**config.mk**
```make
export PLATFORM = sky130hd
export DESIGN_NAME = uart_flowctl
export DESIGN_NICKNAME = d
export VERILOG_FILES = /design/src/rtl/uart_fc_pkg.sv /design/src/rtl/uart_fc_cts_sync.sv /design/src/rtl/uart_fc_rts_ctrl.sv /design/src/rtl/uart_fc_tx_gate.sv /design/src/rtl/uart_flowctl.sv
export SDC_FILE = /design/constraint.sdc
export NUM_CORES = 1
export LEC_CHECK = 0
export CAP_MARGIN = 20
export CORE_AREA = 2 2 39 41
export CTS_BUF_LIST = sky130_fd_sc_hd__clkbuf_8
export DETAILED_ROUTE_END_ITERATION = 6
export DIE_AREA = 0 0 41 43
export PLACE_DENSITY = 0.54
export RECOVER_POWER = 25
export SLEW_MARGIN = 20
export SYNTH_ARGS = -nofsm -noshare
export SYNTH_HDL_FRONTEND = slang
export SYNTH_SLANG_ARGS = --single-unit
export TNS_END_PERCENT = 50
```
**constraint.sdc**
```tcl
create_clock -name clk -period 2.9 [get_ports clk]
set_input_delay 0.58 -clock clk [delete_from_list [all_inputs] [get_ports clk]]
set_output_delay 0.58 -clock clk [all_outputs]
set_load 0.01 [all_outputs]
```
**src/rtl/uart_fc_pkg.sv**
```systemverilog
// Shared definitions for the UART flow-control block.
// Assumes the receive FIFO depth is a multiple of 8 so the derived thresholds are exact.
package uart_fc_pkg;

    // Receive threshold codes as seen on the select input.
    typedef enum logic [1:0] {
        TRIG_ONE       = 2'b00,
        TRIG_QUARTER   = 2'b01,
        TRIG_HALF      = 2'b10,
        TRIG_NEAR_FULL = 2'b11
    } trig_sel_e;

    // Map a threshold code to a number of FIFO entries for the given depth.
    function automatic int unsigned trig_level(input logic [1:0] sel, input int unsigned depth);
        case (trig_sel_e'(sel))
            TRIG_ONE:       return 1;
            TRIG_QUARTER:   return depth / 4;
            TRIG_HALF:      return depth / 2;
            default:        return depth - depth / 8;
        endcase
    endfunction

endpackage

```
**src/rtl/uart_fc_cts_sync.sv**
```systemverilog
// Multi-stage synchronizer for the asynchronous clear-to-send pin.
// Assumes STAGES >= 2. Every stage resets to RESET_VAL, so the pin reads inactive after reset.
module uart_fc_cts_sync #(
    parameter int unsigned STAGES    = 2,
    parameter logic        RESET_VAL = 1'b1
) (
    input  logic clk,
    input  logic rst_n,
    input  logic async_i,
    output logic sync_o
);

    logic [STAGES-1:0] stage_q;

    for (genvar g = 0; g < STAGES; g++) begin : g_stage
        if (g == 0) begin : g_first
            // First stage: capture the raw pin.
            always_ff @(posedge clk) begin
                if (!rst_n) stage_q[0] <= RESET_VAL;
                else        stage_q[0] <= async_i;
            end
        end else begin : g_next
            // Later stages: shift the sample one flop further.
            always_ff @(posedge clk) begin
                if (!rst_n) stage_q[g] <= RESET_VAL;
                else        stage_q[g] <= stage_q[g-1];
            end
        end
    end

    assign sync_o = stage_q[STAGES-1];

endmodule

```
**src/rtl/uart_fc_rts_ctrl.sv**
```systemverilog
// Request-to-send generator.
// The pin follows the modem control bit. Loop mode and reset force it inactive.
// In automatic mode the pin is also withdrawn once the receive fill level reaches the selected threshold.
// Assumes rx_level_i never exceeds FIFO_DEPTH. The output is registered and reacts one clock after its inputs.
module uart_fc_rts_ctrl
    import uart_fc_pkg::*;
#(
    parameter int unsigned FIFO_DEPTH = 64,
    parameter int unsigned LVL_W      = $clog2(FIFO_DEPTH + 1)
) (
    input  logic             clk,
    input  logic             rst_n,
    input  logic             mcr_rts_i,
    input  logic             auto_en_i,
    input  logic             loop_i,
    input  logic [LVL_W-1:0] rx_level_i,
    input  logic [1:0]       trig_sel_i,
    output logic             rts_n_o
);

    logic [LVL_W-1:0] thresh;
    logic             room_left;
    logic             request;
    logic             rts_n_q;

    // Decode the selected threshold and compare the fill level against it.
    always_comb begin
        thresh    = LVL_W'(trig_level(trig_sel_i, FIFO_DEPTH));
        room_left = (rx_level_i < thresh);
    end

    // Automatic mode can only remove the request, never add one.
    always_comb begin
        request = mcr_rts_i && !loop_i && (!auto_en_i || room_left);
    end

    // Register the pin so it changes one clock after its inputs; reset leaves it inactive (high).
    always_ff @(posedge clk) begin
        if (!rst_n) rts_n_q <= 1'b1;
        else        rts_n_q <= !request;
    end

    assign rts_n_o = rts_n_q;

endmodule

```
**src/rtl/uart_fc_tx_gate.sv**
```systemverilog
// Transmit start gate.
// Grants a start only when the shifter is idle (a character boundary) and data is waiting.
// In automatic mode clear-to-send must also be active.
// Assumes the shifter raises its busy flag in the clock after it accepts a start.
module uart_fc_tx_gate (
    input  logic auto_en_i,
    input  logic cts_ok_i,
    input  logic data_avail_i,
    input  logic busy_i,
    output logic start_o
);

    logic boundary;
    logic clear;

    // A new character may begin only while nothing is on the line.
    always_comb begin
        boundary = !busy_i;
        clear    = !auto_en_i || cts_ok_i;
        start_o  = data_avail_i && boundary && clear;
    end

endmodule

```
**src/rtl/uart_flowctl.sv**
```systemverilog
// UART hardware flow control top level.
// Connects the clear-to-send synchronizer, the request-to-send generator and the transmit start gate.
// Assumes every input except cts_n_i is synchronous to clk. The reset is synchronous and active low.
module uart_flowctl
    import uart_fc_pkg::*;
#(
    parameter int unsigned FIFO_DEPTH  = 64,
    parameter int unsigned SYNC_STAGES = 2,
    parameter int unsigned LVL_W       = $clog2(FIFO_DEPTH + 1)
) (
    input  logic             clk,
    input  logic             rst_n,
    input  logic             mcr_rts_i,
    input  logic             auto_flow_en_i,
    input  logic             loop_mode_i,
    input  logic [LVL_W-1:0] rx_level_i,
    input  logic [1:0]       rx_trig_sel_i,
    input  logic             cts_n_i,
    input  logic             tx_data_avail_i,
    input  logic             tx_busy_i,
    output logic             rts_n_o,
    output logic             tx_start_o
);

    logic cts_n_sync;
    logic cts_active;

    // Bring the asynchronous pin into the clock domain; it reads inactive after reset.
    uart_fc_cts_sync #(
        .STAGES    (SYNC_STAGES),
        .RESET_VAL (1'b1)
    ) u_cts_sync (
        .clk     (clk),
        .rst_n   (rst_n),
        .async_i (cts_n_i),
        .sync_o  (cts_n_sync)
    );

    // Convert the active-low synchronized pin to a positive enable.
    always_comb begin
        cts_active = !cts_n_sync;
    end

    uart_fc_rts_ctrl #(
        .FIFO_DEPTH (FIFO_DEPTH),
        .LVL_W      (LVL_W)
    ) u_rts_ctrl (
        .clk        (clk),
        .rst_n      (rst_n),
        .mcr_rts_i  (mcr_rts_i),
        .auto_en_i  (auto_flow_en_i),
        .loop_i     (loop_mode_i),
        .rx_level_i (rx_level_i),
        .trig_sel_i (rx_trig_sel_i),
        .rts_n_o    (rts_n_o)
    );

    uart_fc_tx_gate u_tx_gate (
        .auto_en_i    (auto_flow_en_i),
        .cts_ok_i     (cts_active),
        .data_avail_i (tx_data_avail_i),
        .busy_i       (tx_busy_i),
        .start_o      (tx_start_o)
    );

endmodule

```
-- After elaboration in Yosys (flattened, before gate mapping)
Index checks and enable logic that the tools add are counted.
- flip-flop bits (word level): 3
- output and inout port bits: 2
- logic and storage cells: 19
- magnitude comparators: 1
- equality and inequality tests: 2
- muxes and demuxes: 1
- reductions and logical operators: 12
- operators by type and width (operator ; number):
    6-bit one-hot mux with 3 select lines ; 1
    7-bit by 6-bit less-than comparator with 1-bit output ; 1
    1-bit zero test ; 5
    1-bit logical AND ; 4
    2-bit by 1-bit == test with 1-bit output, second input constant ; 1
    2-bit == test, second input constant ; 1
    2-bit zero test ; 1
    1-bit logical OR ; 2

-- Logic depth before layout (Yosys ltp)
- depth in word-level cells: 6
- gate-level depth with buffers: 5
- gate-level depth less buffers: 5

-- Modules after synthesis
Synthesis repeated with hierarchy kept, for this count alone.
- cells, all modules: 21
- area total of the unflattened synthesis: 200.2 sq um
- by module, submodules not included (module ; instances ; cells an instance ; area each (sq um)):
    uart_fc_rts_ctrl ; 1 ; 14 ; 117.6
    uart_fc_cts_sync ; 1 ; 4 ; 52.6
    uart_fc_tx_gate ; 1 ; 2 ; 26.3
    uart_flowctl ; 1 ; 1 ; 3.8

-- Least setup slack after synthesis
OpenSTA, ideal clock, no wires.
- path type: input to register
- start point: input rx_trig_sel_i[0]
- end point: register u_rts_ctrl.rts_n_q (netlist: u_rts_ctrl.rts_n_o)
- setup time: 0.130 ns
- data arrival time: 1.484 ns
- data required time: 2.770 ns
- path slack: 1.286 ns
- stages on the path: 5
- cells stage by stage: inv_1 ha_1 a21o_1 a2111oi_0 a21oi_1
- cells in the longest elaborated chain, start to end: 6
- elaborated cells between the ends (all ways): 8
- ends and longest elaborated chain (what ; line ; source):
    start, declared ; uart_flowctl.sv:17 ; input logic [1:0] rx_trig_sel_i,
    2-bit == test, or another cell as far along ; uart_fc_pkg.sv:15 ; case (trig_sel_e'(sel))
    6-bit one-hot mux with 3 select lines * ; uart_fc_pkg.sv:15 ;
    7-bit by 6-bit less-than comparator with 1-bit output * ; uart_fc_rts_ctrl.sv:29 ; room_left = (rx_level_i < thresh);
    1-bit logical OR * ; uart_fc_rts_ctrl.sv:34 ; request = mcr_rts_i && !loop_i && (!auto_en_i || room_left);
    1-bit logical AND * ; uart_fc_rts_ctrl.sv:34 ;
    1-bit zero test * ; uart_fc_rts_ctrl.sv:40 ; else rts_n_q <= !request;
    end signal, assigned ; uart_fc_rts_ctrl.sv:40 ;
    end, declared ; uart_fc_rts_ctrl.sv:24 ; logic rts_n_q;
Every way passes the cells marked *; elsewhere a longest branch is shown, timed or not.
A chain may end at the register's enable or synchronous reset.

-- Final worst setup path
- start point: input tx_data_avail_i
- end point: output tx_start_o
- cells in the longest elaborated chain, start to end: 2
- ends and longest elaborated chain (what ; line ; source):
    start, declared ; uart_flowctl.sv:19 ; input logic tx_data_avail_i,
    1-bit logical AND (2 in a row) ; uart_fc_tx_gate.sv:20 ; start_o = data_avail_i && boundary && clear;
    end, declared ; uart_flowctl.sv:22 ; output logic tx_start_o
Every way passes these cells.

==> impl_metrics.env <==
export IMPL_outcome="complete, no violations"
export IMPL_cp_cell_sequence="clkdlybuf4s50_1, inv_1, a211oi_1, clkdlybuf4s50_1"
export IMPL_pwr_share_comb_pct=18.1
export IMPL_p_int_w=0.000159
export IMPL_syn_area_per_cell_um2=9.07
export IMPL_viasPerCell=3.71
export IMPL_fin_nets=63
export IMPL_io_buffers=18
export IMPL_ant_nets=0
export IMPL_power_switching_w=0.0000351
export IMPL_grt_setup_unrepaired="false"
export IMPL_drc=0
export IMPL_whs_endpoint="u_cts_sync.sync_o$_SDFF_PN1_"
export IMPL_rows=14
export IMPL_regToRegSetupSlack_ns=2.38
export IMPL_cts_resized=0
export IMPL_dr_wl_met3_um=69
export IMPL_cp_top_family="buffers and inverters"
export IMPL_grt_usage_pct=7.01
export IMPL_cts_root_buf="clkbuf_8"
export IMPL_pre_cts_ws_ns=0.510
export IMPL_grt_pass1_vias=206
export IMPL_min_path_cells=1
export IMPL_synth_nets=40
export IMPL_met2WireLength_um=213
export IMPL_drt_first_iter_violations=0
export IMPL_swShare_pct=18.0
export IMPL_finClkSkew_ns=0.0000121
export IMPL_path_common_cell="clkdlybuf4s50_1"
export IMPL_r2r_end="u_cts_sync.sync_o$_SDFF_PN1_"
export IMPL_critPathKind="in -> out"
export IMPL_crit_path_max_incr_delay_ns=0.57
export IMPL_cp_end_kind="primary output"
export IMPL_routabilityCongestion=0.560
export IMPL_min_delay_start="u_cts_sync.stage_q[0]$_SDFF_PN1_"
export IMPL_cts_made_buffers=3
export IMPL_p_clk_share_pct=59.3
export IMPL_die_w_um=41
export IMPL_wire_per_inst_um=7.60
export IMPL_n_antenna_cell=0
export IMPL_relSlewSlack_pct=76.6
export IMPL_critPathRequiredTime_ns=2.32
export IMPL_ctsHoldBuffers=0
export IMPL_insertion_delay_ns=0.21
export IMPL_cts_clk_slew_worst_paths_ns=0.03
export IMPL_ys_warn_count=0
export IMPL_ys_types=13
export IMPL_clockBufferDepth=2
export IMPL_grt_max_degree=4
export IMPL_dieArea_mm2=0.00176
export IMPL_syn_instance_count=20
export IMPL_period_needed_ns=2.38
export IMPL_vias=215
export IMPL_period_share_pct=82.2
export IMPL_vdd_drop_max_v=0.000324
export IMPL_cp_slowest_cell="clkdlybuf4s50_1"
export IMPL_coreArea_mm2=0.00138
export IMPL_antenna_found_initial=0
export IMPL_start_kind="input port"
export IMPL_netlist_area_um2=181
export IMPL_worstMarginPinSlew_ns=0.342
export IMPL_hold_path_class="reg -> reg"
export IMPL_htree_levels=1
export IMPL_path_max_fanout=1
export IMPL_setup_slack_ns=0.516
export IMPL_ys_ff_latch=3
export IMPL_top_layer="met3"
export IMPL_gr_total_overflow=0
export IMPL_drt_pass1_iter_count=1
export IMPL_hpwl_um=392
export IMPL_synthToLayoutAreaGrowth_pct=135
export IMPL_wl_met1_um=158
export IMPL_power_density_mw_per_mm2=456
export IMPL_postRouteWirelength_um=441
export IMPL_die_height_um=43
export IMPL_arrival_ns=1.80
export IMPL_reg2reg_depth=1
export IMPL_cp_num_buf_inv=3
export IMPL_hold_viol_final=0
export IMPL_ys_seq_area_share_pct=33.1
export IMPL_ios=19
export IMPL_grt_pass1_wl_um=765
export IMPL_seqPwrFrac_pct=22.6
export IMPL_fmaxAchievable_mhz=419
export IMPL_startpoint="tx_data_avail_i"
export IMPL_r2r_start="u_cts_sync.stage_q[0]$_SDFF_PN1_"
export IMPL_maxCapViolations=0
export IMPL_fin_setup_tns_ns=0
export IMPL_drive_above_1_share_pct=7.14
export IMPL_p_leak_nw=0.182
export IMPL_fillers=142
export IMPL_cts_setup_buffers=0
export IMPL_clock_sinks=3
export IMPL_start_util_pct=13.1
export IMPL_maxSlewViolCount=0
export IMPL_cts_tree="done"
export IMPL_finalSetupViolations=0
## stage by stage
stage	std cells	util, %	total power [W]	area, µm²	hold WS, ns
2_1_floorplan	20	-	0.0000540	181	0.386
3_3_place_gp	54	27.6	0.0000805	382	0.393
3_5_place_dp	54	27.6	0.0000807	382	0.399
4_1_cts	58	30.8	0.000199	427	0.406
5_1_grt	58	30.8	0.000207	427	0.453
6_report	58	30.8	0.000195	427	0.407
## metal layers
layer  global-route usage [%]  up-vias
li1                         -      117
met1                     6.71       86
met2                     9.69       12
met3                     7.85        0
met4                     2.00        0
met5                        0        -
## how the worst max path moves through the flow
| stage | slack, ns | depth (start not counted) | end |
|---|---|---|---|
| floorplan | 1.29 | 5 | u_rts_ctrl.rts_n_o$_SDFF_PN1_ |
| global placement | 0.53 | 4 | tx_start_o |
| detailed placement | 0.51 | 4 | tx_start_o |
| CTS | 0.50 | 4 | tx_start_o |
| global route | 0.42 | 4 | tx_start_o |
| finish | 0.52 | 4 | tx_start_o |
## sequential cells by signal (all words and copies together) (netlist names)
signal and flops:
u_cts_sync.sync_o 1, u_cts_sync.stage_q 1, u_rts_ctrl.rts_n_o 1
## layout make-up
cell class                 instances  area (µm²)  area share [%]
clock buffer                       3        41.3            9.68
inverter                           3        11.3            2.64
sequential                         3        60.1            14.1
multi-input combinational         14         110            25.8
clock inverter                     1        3.75           0.880
tap                               16        20.0            4.69
timing repair buffer              18         180            42.2
## power by group through the flow
stage	Clock, W	Combinational (W)	Sequential (W)
final	0.000115	0.0000353	0.0000440
after floorplan	0	0.00000927	0.0000448
after global routing	0.000124	0.0000394	0.0000443
after global placement	0	0.0000360	0.0000445
after CTS	0.000119	0.0000364	0.0000440
after detailed placement	0	0.0000362	0.0000445
## synth_stat cells
library cell	instances	area, µm²
dfxtp_1	3	60.1
ha_1	3	37.5
inv_1	3	11.3
nand2b_1	2	12.5
a2111oi_0	1	8.76
a211oi_1	1	7.51
a21o_1	1	7.51
a21oi_1	1	5.00
nand2_1	1	3.75
nand3b_1	1	7.51
nor2_1	1	3.75
o2111ai_1	1	8.76
or4_1	1	7.51
## logic make-up after synthesis
| logic type | count (synthesis) | synth area share [%] |
|---|---|---|
| compound gates | 5 | 20.7 |
| flops | 3 | 33.1 |
| buf+inv | 3 | 6.21 |
| simple gates | 6 | 19.3 |
| fa+ha+maj | 3 | 20.7 |
## placed cells by master (no fill, tap or decap)
cell and count:
clkbuf_8 3, dlygate4sd3_1 1, nand2_1 1, a21o_1 1, nand2b_1 2, dfxtp_1 3, inv_1 4, ha_1 3
a21oi_1 1, a211oi_1 1, nand3b_1 1, nor2_1 1, o2111ai_1 1, or4_1 1, clkdlybuf4s50_1 17, a2111oi_0 1
Note: power is estimated with default switching activity, not from simulation.
